===== config.mk =====
export PLATFORM = sky130hd
export DESIGN_NAME = cmix_iq_mixer
export DESIGN_NICKNAME = d
export VERILOG_FILES = /design/src/rtl/cmix_pkg.sv /design/src/rtl/cmix_seq.sv /design/src/rtl/cmix_lane.sv /design/src/rtl/cmix_trunc.sv /design/src/rtl/cmix_iq_mixer.sv
export SDC_FILE = /design/constraint.sdc
export NUM_CORES = 2
export LEC_CHECK = 0
export ABC_AREA = 1
export BUFFER_PORTS_ARGS = -buffer_cell sky130_fd_sc_hd__buf_2
export CORE_UTILIZATION = 30
export DETAILED_ROUTE_END_ITERATION = 12
export PLACE_DENSITY = 0.54
export RECOVER_POWER = 100
export SLEW_MARGIN = 20
export SYNTH_ARGS = -nofsm -noshare
export SYNTH_HDL_FRONTEND = slang
export SYNTH_SLANG_ARGS = --single-unit

===== constraint.sdc =====
create_clock -name clk -period 18.1 [get_ports clk]
set_input_delay 2.715 -clock clk [delete_from_list [all_inputs] [get_ports clk]]
set_output_delay 2.715 -clock clk [all_outputs]
set_load 0.02 [all_outputs]

===== src/rtl/cmix_pkg.sv =====
package cmix_pkg;

   typedef enum logic {
      LANE_ADD = 1'b0,
      LANE_SUB = 1'b1
   } lane_op_e;

   function automatic int unsigned cmix_full_w(input int unsigned dw, input int unsigned cw);
      return dw + cw + 1;
   endfunction

endpackage


===== src/rtl/cmix_seq.sv =====
module cmix_seq #(
   parameter int unsigned LONG_LAG = 2
) (
   input  logic clk,
   input  logic rst_n,
   input  logic strobe,
   input  logic lag_long,
   output logic q_take,
   output logic pending
);

   localparam int unsigned RW = $clog2(LONG_LAG);

   logic [RW-1:0] rem_q;
   logic          pend_q;
   logic          lag_r;

   initial begin
      if (LONG_LAG < 2) $fatal(1, "cmix_seq: LONG_LAG must be at least 2");
   end

   always_ff @(posedge clk or negedge rst_n) begin
      if (!rst_n) begin
         pend_q <= 1'b0;
         rem_q  <= '0;
         lag_r  <= 1'b0;
      end else if (strobe) begin
         pend_q <= 1'b1;
         lag_r  <= lag_long;
         rem_q  <= lag_long ? RW'(LONG_LAG - 1) : '0;
      end else if (pend_q) begin
         if (rem_q == '0) pend_q <= 1'b0;
         else             rem_q  <= rem_q - RW'(1);
      end
   end

   assign q_take  = pend_q && !strobe && (rem_q == '0);
   assign pending = pend_q;


   short_lag_slot_chk: assert property (@(posedge clk) disable iff (!rst_n)
      (q_take && !lag_r) |-> $past(strobe));


   long_lag_slot_chk: assert property (@(posedge clk) disable iff (!rst_n)
      (q_take && lag_r) |-> !$past(strobe));

endmodule


===== src/rtl/cmix_lane.sv =====
module cmix_lane
   import cmix_pkg::*;
#(
   parameter int unsigned DW = 16,
   parameter int unsigned CW = 16,
   parameter lane_op_e    OP = LANE_ADD
) (
   input  logic                    clk,
   input  logic                    rst_n,
   input  logic                    ld_first,
   input  logic                    ld_second,
   input  logic signed [DW-1:0]    x,
   input  logic signed [CW-1:0]    c_first,
   input  logic signed [CW-1:0]    c_second,
   output logic signed [DW+CW:0]   res
);

   localparam int unsigned PW = DW + CW;
   localparam int unsigned FW = PW + 1;

   logic signed [CW-1:0] c_sel;
   logic signed [PW-1:0] prod;
   logic signed [PW-1:0] first_q;
   logic signed [FW-1:0] sum_nx;
   logic signed [FW-1:0] res_q;

   // one multiplier per lane, shared between the I and Q cycles
   assign c_sel = ld_second ? c_second : c_first;
   assign prod  = PW'(x) * PW'(c_sel);

   generate
      if (OP == LANE_SUB) begin : g_sub
         assign sum_nx = FW'(first_q) - FW'(prod);
      end else begin : g_add
         assign sum_nx = FW'(first_q) + FW'(prod);
      end
   endgenerate

   always_ff @(posedge clk or negedge rst_n) begin
      if (!rst_n) begin
         first_q <= '0;
         res_q   <= '0;
      end else begin
         if (ld_first)  first_q <= prod;
         if (ld_second) res_q   <= sum_nx;
      end
   end

   assign res = res_q;


   load_excl_chk: assert property (@(posedge clk) disable iff (!rst_n)
      !(ld_first && ld_second));


   lane_hold_chk: assert property (@(posedge clk) disable iff (!rst_n)
      !ld_second |=> $stable(res));

endmodule


===== src/rtl/cmix_trunc.sv =====
module cmix_trunc #(
   parameter int unsigned IW = 33,
   parameter int unsigned OW = 33
) (
   input  logic signed [IW-1:0] d,
   output logic signed [OW-1:0] q
);

   initial begin
      if (OW < 1 || OW > IW) $fatal(1, "cmix_trunc: OW must be in 1..IW");
   end

   generate
      if (OW == IW) begin : g_full
         assign q = d;
      end else begin : g_cut
         assign q = d[IW-1 -: OW];
      end
   endgenerate

endmodule


===== src/rtl/cmix_iq_mixer.sv =====
module cmix_iq_mixer
   import cmix_pkg::*;
#(
   parameter int unsigned DW       = 16,
   parameter int unsigned CW       = 16,
   parameter int unsigned OW       = 33,
   parameter int unsigned LONG_LAG = 2
) (
   input  logic                 clk,
   input  logic                 rst_n,
   input  logic                 smp_strobe,
   input  logic signed [DW-1:0] smp_data,
   input  logic                 q_lag_long,
   input  logic signed [CW-1:0] lo_cos,
   input  logic signed [CW-1:0] lo_sin,
   output logic                 mix_valid,
   output logic signed [OW-1:0] mix_re,
   output logic signed [OW-1:0] mix_im
);

   localparam int unsigned FW    = cmix_full_w(DW, CW);
   localparam int unsigned LANES = 2;

   initial begin
      if (DW < 2) $fatal(1, "cmix_iq_mixer: DW must be at least 2");
      if (CW < 2) $fatal(1, "cmix_iq_mixer: CW must be at least 2");
      if (OW < 1 || OW > FW) $fatal(1, "cmix_iq_mixer: OW must be in 1..DW+CW+1");
   end

   logic q_take;
   logic pending;
   logic valid_q;

   logic signed [CW-1:0] coef_a   [LANES];
   logic signed [CW-1:0] coef_b   [LANES];
   logic signed [FW-1:0] lane_res [LANES];
   logic signed [OW-1:0] lane_out [LANES];

   cmix_seq #(
      .LONG_LAG (LONG_LAG)
   ) u_seq (
      .clk      (clk),
      .rst_n    (rst_n),
      .strobe   (smp_strobe),
      .lag_long (q_lag_long),
      .q_take   (q_take),
      .pending  (pending)
   );

   // lane 0: I*cos then minus Q*sin; lane 1: I*sin then plus Q*cos
   assign coef_a[0] = lo_cos;
   assign coef_b[0] = lo_sin;
   assign coef_a[1] = lo_sin;
   assign coef_b[1] = lo_cos;

   generate
      for (genvar g = 0; g < LANES; g++) begin : g_lane
         localparam lane_op_e LOP = (g == 0) ? LANE_SUB : LANE_ADD;

         cmix_lane #(
            .DW (DW),
            .CW (CW),
            .OP (LOP)
         ) u_lane (
            .clk       (clk),
            .rst_n     (rst_n),
            .ld_first  (smp_strobe),
            .ld_second (q_take),
            .x         (smp_data),
            .c_first   (coef_a[g]),
            .c_second  (coef_b[g]),
            .res       (lane_res[g])
         );

         cmix_trunc #(
            .IW (FW),
            .OW (OW)
         ) u_trunc (
            .d (lane_res[g]),
            .q (lane_out[g])
         );
      end
   endgenerate

   always_ff @(posedge clk or negedge rst_n) begin
      if (!rst_n) valid_q <= 1'b0;
      else        valid_q <= q_take;
   end

   assign mix_valid = valid_q;
   assign mix_re    = lane_out[0];
   assign mix_im    = lane_out[1];


   coef_steady_chk: assert property (@(posedge clk) disable iff (!rst_n)
      (pending && !smp_strobe) |-> ($stable(lo_cos) && $stable(lo_sin)));


   restart_no_valid_chk: assert property (@(posedge clk) disable iff (!rst_n)
      smp_strobe |=> !mix_valid);


   valid_pulse_chk: assert property (@(posedge clk) disable iff (!rst_n)
      mix_valid |=> !mix_valid);


   out_hold_chk: assert property (@(posedge clk) disable iff (!rst_n)
      !mix_valid |-> ($stable(mix_re) && $stable(mix_im)));


   idle_quiet_chk: assert property (@(posedge clk) disable iff (!rst_n)
      (!pending && !smp_strobe) |=> !mix_valid);

endmodule


Yosys cells after proc, flatten, opt, wreduce, memory -nomap -nowiden
Cells that the tools add are included.
{"block": "op_classes", "addsub": 3, "mul": 2, "div_mod_pow": 0, "order_cmp": 0, "n_eq_ne": 0, "shifts": 0, "n_mux": 9, "n_bitwise": 1, "n_reduce_logical": 4}
{"cell": "16-bit by 16-bit multiplier with 32-bit output", "count": 2}
{"cell": "32-bit by 32-bit adder with 33-bit output", "count": 1}
{"cell": "32-bit by 32-bit subtractor with 33-bit output", "count": 1}
{"cell": "16-bit two-way mux", "count": 2}
{"cell": "1-bit two-way mux", "count": 7}
{"cell": "1-bit logical AND", "count": 2}
{"cell": "2-bit nonzero test", "count": 1}
{"cell": "1-bit zero test", "count": 1}
{"cell": "1-bit inverter", "count": 1}
{"cell": "1-bit subtractor, second input constant", "count": 1}
{"block": "totals", "reg_bits": 133, "latchBits": 0, "ramBits": 0, "romBits": 0, "input_bits": 52, "wordCells": 26, "mem_count": 0}

Logic depth before layout (Yosys ltp)
{"block": "depth", "ltp_word": 6, "ltp_mapped": 44, "mapped_depth_nobuf": 41}

Hierarchy
A second synthesis with hierarchy kept.
{"block": "hier_totals", "cells_unflattened": 4202, "hier_area_um2": 31031.0}
{"module": "cmix_lane at g_lane[1].u_lane", "n_inst": 1, "cells_each": 2152, "area_each_um2": 15509.9, "seq_area_each_um2": 1626.6}
{"module": "cmix_lane at g_lane[0].u_lane", "n_inst": 1, "cells_each": 1974, "area_each_um2": 14918.1, "seq_area_each_um2": 1626.6}
{"module": "cmix_trunc", "n_inst": 2, "cells_each": 33, "area_each_um2": 247.7, "seq_area_each_um2": 0.0}
{"module": "cmix_seq", "n_inst": 1, "cells_each": 9, "area_each_um2": 82.6, "seq_area_each_um2": 50.0}
{"module": "cmix_iq_mixer", "n_inst": 1, "cells_each": 1, "area_each_um2": 25.0, "seq_area_each_um2": 25.0}

Worst setup path after synthesis
Ideal clock, no wire load.
{"block": "synth_path", "path_type": "input-to-reg", "startpoint": "input smp_strobe", "endpoint": "register g_lane[1].u_lane.res_q[25]", "setup_time_ns": 0.118, "t_arrival_ns": 10.053, "setup_slack_ns": 7.929, "cell_stages": 37, "n_path_buf": 2, "path_cell_list": "nor3_1 -> inv_1 -> clkbuf_1 -> clkbuf_1 -> o21ai_2 -> clkinv_1 -> nand2_1 -> fa_1 -> fa_1 -> fa_1 -> inv_1 -> fa_1 -> fa_1 -> inv_1 -> fa_1 -> inv_1 -> ha_1 -> nand2_1 -> inv_1 -> nand2_1 -> nor4_1 -> nor2_1 -> o21ai_0 -> nand2_1 -> nand2_1 -> xor2_1 -> ha_1 -> a21oi_1 -> o21ai_0 -> a21oi_1 -> inv_1 -> a21oi_1 -> o21ai_0 -> a21o_1 -> or2_2 -> nand3_1 -> nand2_1"}
{"block": "synth_between", "elab_chain_len": 6}
{"item": "start, declared", "line_no": "cmix_iq_mixer.sv:11", "source": "input logic smp_strobe,"}
{"item": "1-bit zero test", "line_no": "cmix_seq.sv:37", "source": "assign q_take = pend_q && !strobe && (rem_q == '0);"}
{"item": "1-bit logical AND (2 in a row)", "line_no": "cmix_seq.sv:37"}
{"item": "16-bit two-way mux", "line_no": "cmix_lane.sv:28", "source": "assign c_sel = ld_second ? c_second : c_first;"}
{"item": "16-bit by 16-bit multiplier with 32-bit output", "line_no": "cmix_lane.sv:29", "source": "assign prod = PW'(x) * PW'(c_sel);"}
{"item": "via g_lane[1].u_lane.prod[20]", "line_no": "cmix_lane.sv:22", "source": "logic signed [PW-1:0] prod;"}
{"item": "32-bit by 32-bit adder with 33-bit output", "line_no": "cmix_lane.sv:35", "source": "assign sum_nx = FW'(first_q) + FW'(prod);"}
{"item": "end signal, assigned", "line_no": "cmix_lane.sv:45", "source": "if (ld_second) res_q <= sum_nx;"}
{"item": "end, declared", "line_no": "cmix_lane.sv:25", "source": "logic signed [FW-1:0] res_q;"}
The timed path passes the listed nets, and every way through them passes these cells.
A chain may end at the register's enable or synchronous reset.

Worst setup path after layout
Same ends and word-level chain as after synthesis.

==> run summary <==
CRITICAL PATH
------------------------------------------------------------------------------------
First element of the critical path ....................................   smp_strobe
Type of destination of the critical path ..............................         flop
CP Max Fanout .........................................................          119
R2r endpoint .......................................................... g_lane[1].u_lane.res[25]
Path type of the worst setup path ..................................... primary input to flop
Highest-delay cell along the critical path ............................ sky130_fd_sc_hd__clkbuf_1
End point of the critical path ........................................ g_lane[1].u_lane.res[25]
RR Startpoint .........................................................  u_seq.rem_q
Largest stage delay on the critical path ..............................      2.04 ns
Required time at the worst-slack endpoint .............................     18.42 ns
Worst r2r path cells ..................................................           37
Element type at the critical path start ............................... primary input
Arrival time of the worst setup path ..................................     14.99 ns
Worst R2R Setup Slack .................................................      5.75 ns

CLOCK NETWORK
------------------------------------------------------------------------------------
Bufs on Longest Clock Path ............................................            2
Number of CTS-inserted buffers ........................................           17
CTS clk-pin slew, worst paths .........................................      0.07 ns
Clock sinks ...........................................................          133
Clock tree from TritonCTS .............................................         done
CTS H-tree lvls .......................................................            4
Number of setup buffers added after CTS ...............................            0
Hold buffers post-CTS .................................................            0
Cells resized by post-CTS repair ......................................            0
Clk Latency, worst-skew pair ..........................................      0.45 ns
Clock Root Buffer ..................................................... sky130_fd_sc_hd__clkbuf_16

GLOBAL ROUTE
------------------------------------------------------------------------------------
Total grt overflow ....................................................            0
Via count of the first global-routing pass ............................        24020
Number of antenna violations at the first check in global routing .....           15
Maximum number of pins on one net before global-route repair ..........          120
Overall routing resource usage ........................................       17.98%
Global-route wire length before repair ................................     136.4 mm

LOGIC SYNTHESIS
------------------------------------------------------------------------------------
Flip-flop and latch count after synthesis .............................          133
Xor and xnor area share after synthesis ...............................       3.196%
Number of nets in the synthesized netlist .............................         4487
Avg Inst Size Synth ...................................................  7.800 sq um
Adder-Cell Fraction of Synth Area .....................................       46.16%
Flip-flop cell with the highest count after synthesis ................. sky130_fd_sc_hd__dfrtp_1
Synthesized-area fraction occupied by ao, oa, aoi and oai cells .......       6.322%
Proportion of synthesized flip-flops having asynchronous set or reset .       100.0%
Fraction of synthesized area in multiplexers ..........................           0%
Dominant combinational cell family by area after synthesis ............  adder cells
Count of cell types in the netlist ....................................           42
Warnings from Yosys ...................................................            0
Count of flip-flops with a built-in enable after synthesis ............            0
Sequential cell area fraction in the yosys report .....................       11.57%
Simple logic cell fraction of the synthesized area ....................       20.48%
Netlist area before placement .........................................  28780 sq um
Cells after Synth .....................................................         3689

TIMING
------------------------------------------------------------------------------------
Setup repair after global routing missed its margin ...................        false
Final period demand of the worst path .................................     14.67 ns
Min setup slack post-route ............................................     3.428 ns
Final critical-path share of the clock period .........................       81.06%
Final setup violation count ...........................................            0
Post-route setup TNS ..................................................         0 ns
Skew final ............................................................   0.01760 ns
Slew of the pin with the lowest slew margin ...........................     4.344 ns
Highest achievable clock rate .........................................  0.06816 GHz
Number of pins exceeding their max-slew limit in the final report .....          287
Relative max-transition margin ........................................      -189.6%
Number of failing hold endpoints at the final stage ...................            0

ROUTE
------------------------------------------------------------------------------------
DRC violations left ...................................................            0
DRC violation total after the first TritonRoute iteration .............         1502
Ratio of routed vias to standard cells ................................        4.660
Wire length per cell ..................................................     16.88 um
ANT nets after route ..................................................            0
Count of vias placed by the detailed router ...........................        23440
DR pass1 iterations ...................................................            5
WL final ..............................................................     84.90 mm

PLACED DESIGN
------------------------------------------------------------------------------------
Port-buffer cells .....................................................          118
Minimum setup slack after placement ...................................     5.155 ns
DP Wirelength .........................................................     69.96 mm
Last weighted congestion value of the routability-driven placer .......       0.8925

FLOORPLANNING
------------------------------------------------------------------------------------
Total core area .......................................................  95010 sq um
Die X-Extent ..........................................................     311.7 um
Height of the chip ....................................................     311.7 um
Row count .............................................................          113
DIE AREA ..............................................................  97160 sq um
Effective utilization at floorplan ....................................       30.29%
Top-level I/O count ...................................................          119

CELLS AND AREA
------------------------------------------------------------------------------------
Fraction of final layout cells with drive strength greater than 1 .....       5.183%
Area Growth Syn to Fin ................................................       8.401%
Net total in the final layout .........................................         4547
Layout Utilization ....................................................       32.83%
Commonest non-fill, non-tap cell in the layout ........................ sky130_fd_sc_hd__nand2_1
Top library cells by usage in the layout, fill and taps aside ......... 832 x sky130_fd_sc_hd__nand2_1, 818 x sky130_fd_sc_hd__inv_1, 526 x sky130_fd_sc_hd__fa_1

HOLD PATH
------------------------------------------------------------------------------------
Min-delay worst type .................................................. flop to flop

RUN STATUS
------------------------------------------------------------------------------------
Outcome ............................................................... finished, violations left
Violated checks ....................................................... max-capacitance violations, max-slew violations

RUN
------------------------------------------------------------------------------------
Number of maximum-capacitance violations ..............................            4

==> cells by family after synthesis <==
family | count (synthesis)
compound gates | 338
xor+xnor | 105
fa+ha+maj | 746
buf+inv | 941
flops | 133
simple gates | 1426
==> per-layer routing <==
metal	track usage (%)	part of all wire [%]	vias up
met5	0	0.13	-
met4	4.891	2.5	18
met3	3.221	6.3	122
met2	27.45	44	660
met1	25.98	47	11530
li1	-	-	11120
==> registers in the layout, indices dropped and copies added, names as in the netlist <==
register,flops
u_seq.pending,1
g_lane.u_lane.res,66
g_lane.u_lane.first_q,64
mix_valid,1
u_seq.rem_q,1
==> per-stage QoR <==
step                cell area (sq um)  hold slack [ns]  cells
floorplan                       28780           0.4419   3689
global placement                30770           0.4581   4995
detailed placement              30770           0.4582   4995
CTS                             31330           0.4818   5027
global route                    31180           0.5033   5027
finish                          31190           0.4766   5030
==> synthesized netlist by cell type (all sizes together), types with 7 or more instances <==
master	n	area, sq um
a21oi	119	599.3
or2	38	237.7
clkbuf	97	364.1
nand2	851	3267
xnor2	46	402.9
ha	220	2753
o21ai	176	899.6
nand4	23	150.1
dfrtp	133	3328
fa	526	10530
o21bai	7	52.55
nor4	7	43.79
clkinv	13	48.80
nor3	13	65.06
nand3	108	585.6
xor2	59	516.8
inv	826	3100
nor2	376	1469
a31oi	7	43.79
==> how the worst min path moves through the flow <==
| stage | startpoint | end | slack (ns) | cells past startpoint |
|---|---|---|---|---|
| floorplan | u_seq.pending | u_seq.pending | 0.44 | 2 |
| global placement | u_seq.pending | u_seq.pending | 0.46 | 2 |
| detailed placement | g_lane[1].u_lane.res[1] | g_lane[1].u_lane.res[1] | 0.46 | 2 |
| CTS | g_lane[0].u_lane.res[1] | g_lane[0].u_lane.res[1] | 0.48 | 2 |
| global route | g_lane[0].u_lane.res[4] | g_lane[0].u_lane.res[4] | 0.50 | 2 |
| finish | g_lane[0].u_lane.res[1] | g_lane[0].u_lane.res[1] | 0.48 | 2 |
==> final cells by class <==
| cell class | count | area [sq um] |
|---|---|---|
| repair buffers | 143 | 678.2 |
| clock inverters | 14 | 127.6 |
| well taps | 1265 | 1583 |
| inverters | 839 | 3153 |
| fillers | 10330 | 63820 |
| diodes | 3 | 7.507 |
| multi-input cells | 2615 | 21890 |
| flip-flops and latches | 133 | 3328 |
| clock buffers | 18 | 429.2 |
==> critical path, delay by kind of cell <==
family / cells / cell delay, ns
AO/OA/AOI/OAI: 8 / 2.22
adder cells (fa/ha/maj): 8 / 3.70
buffers and inverters: 11 / 4.34
XOR/XNOR: 1 / 0.25
AND/OR/NAND/NOR: 11 / 1.71
Power is not shown: default switching activity piles up to over one toggle a cycle in this logic, so the estimate is an artifact.
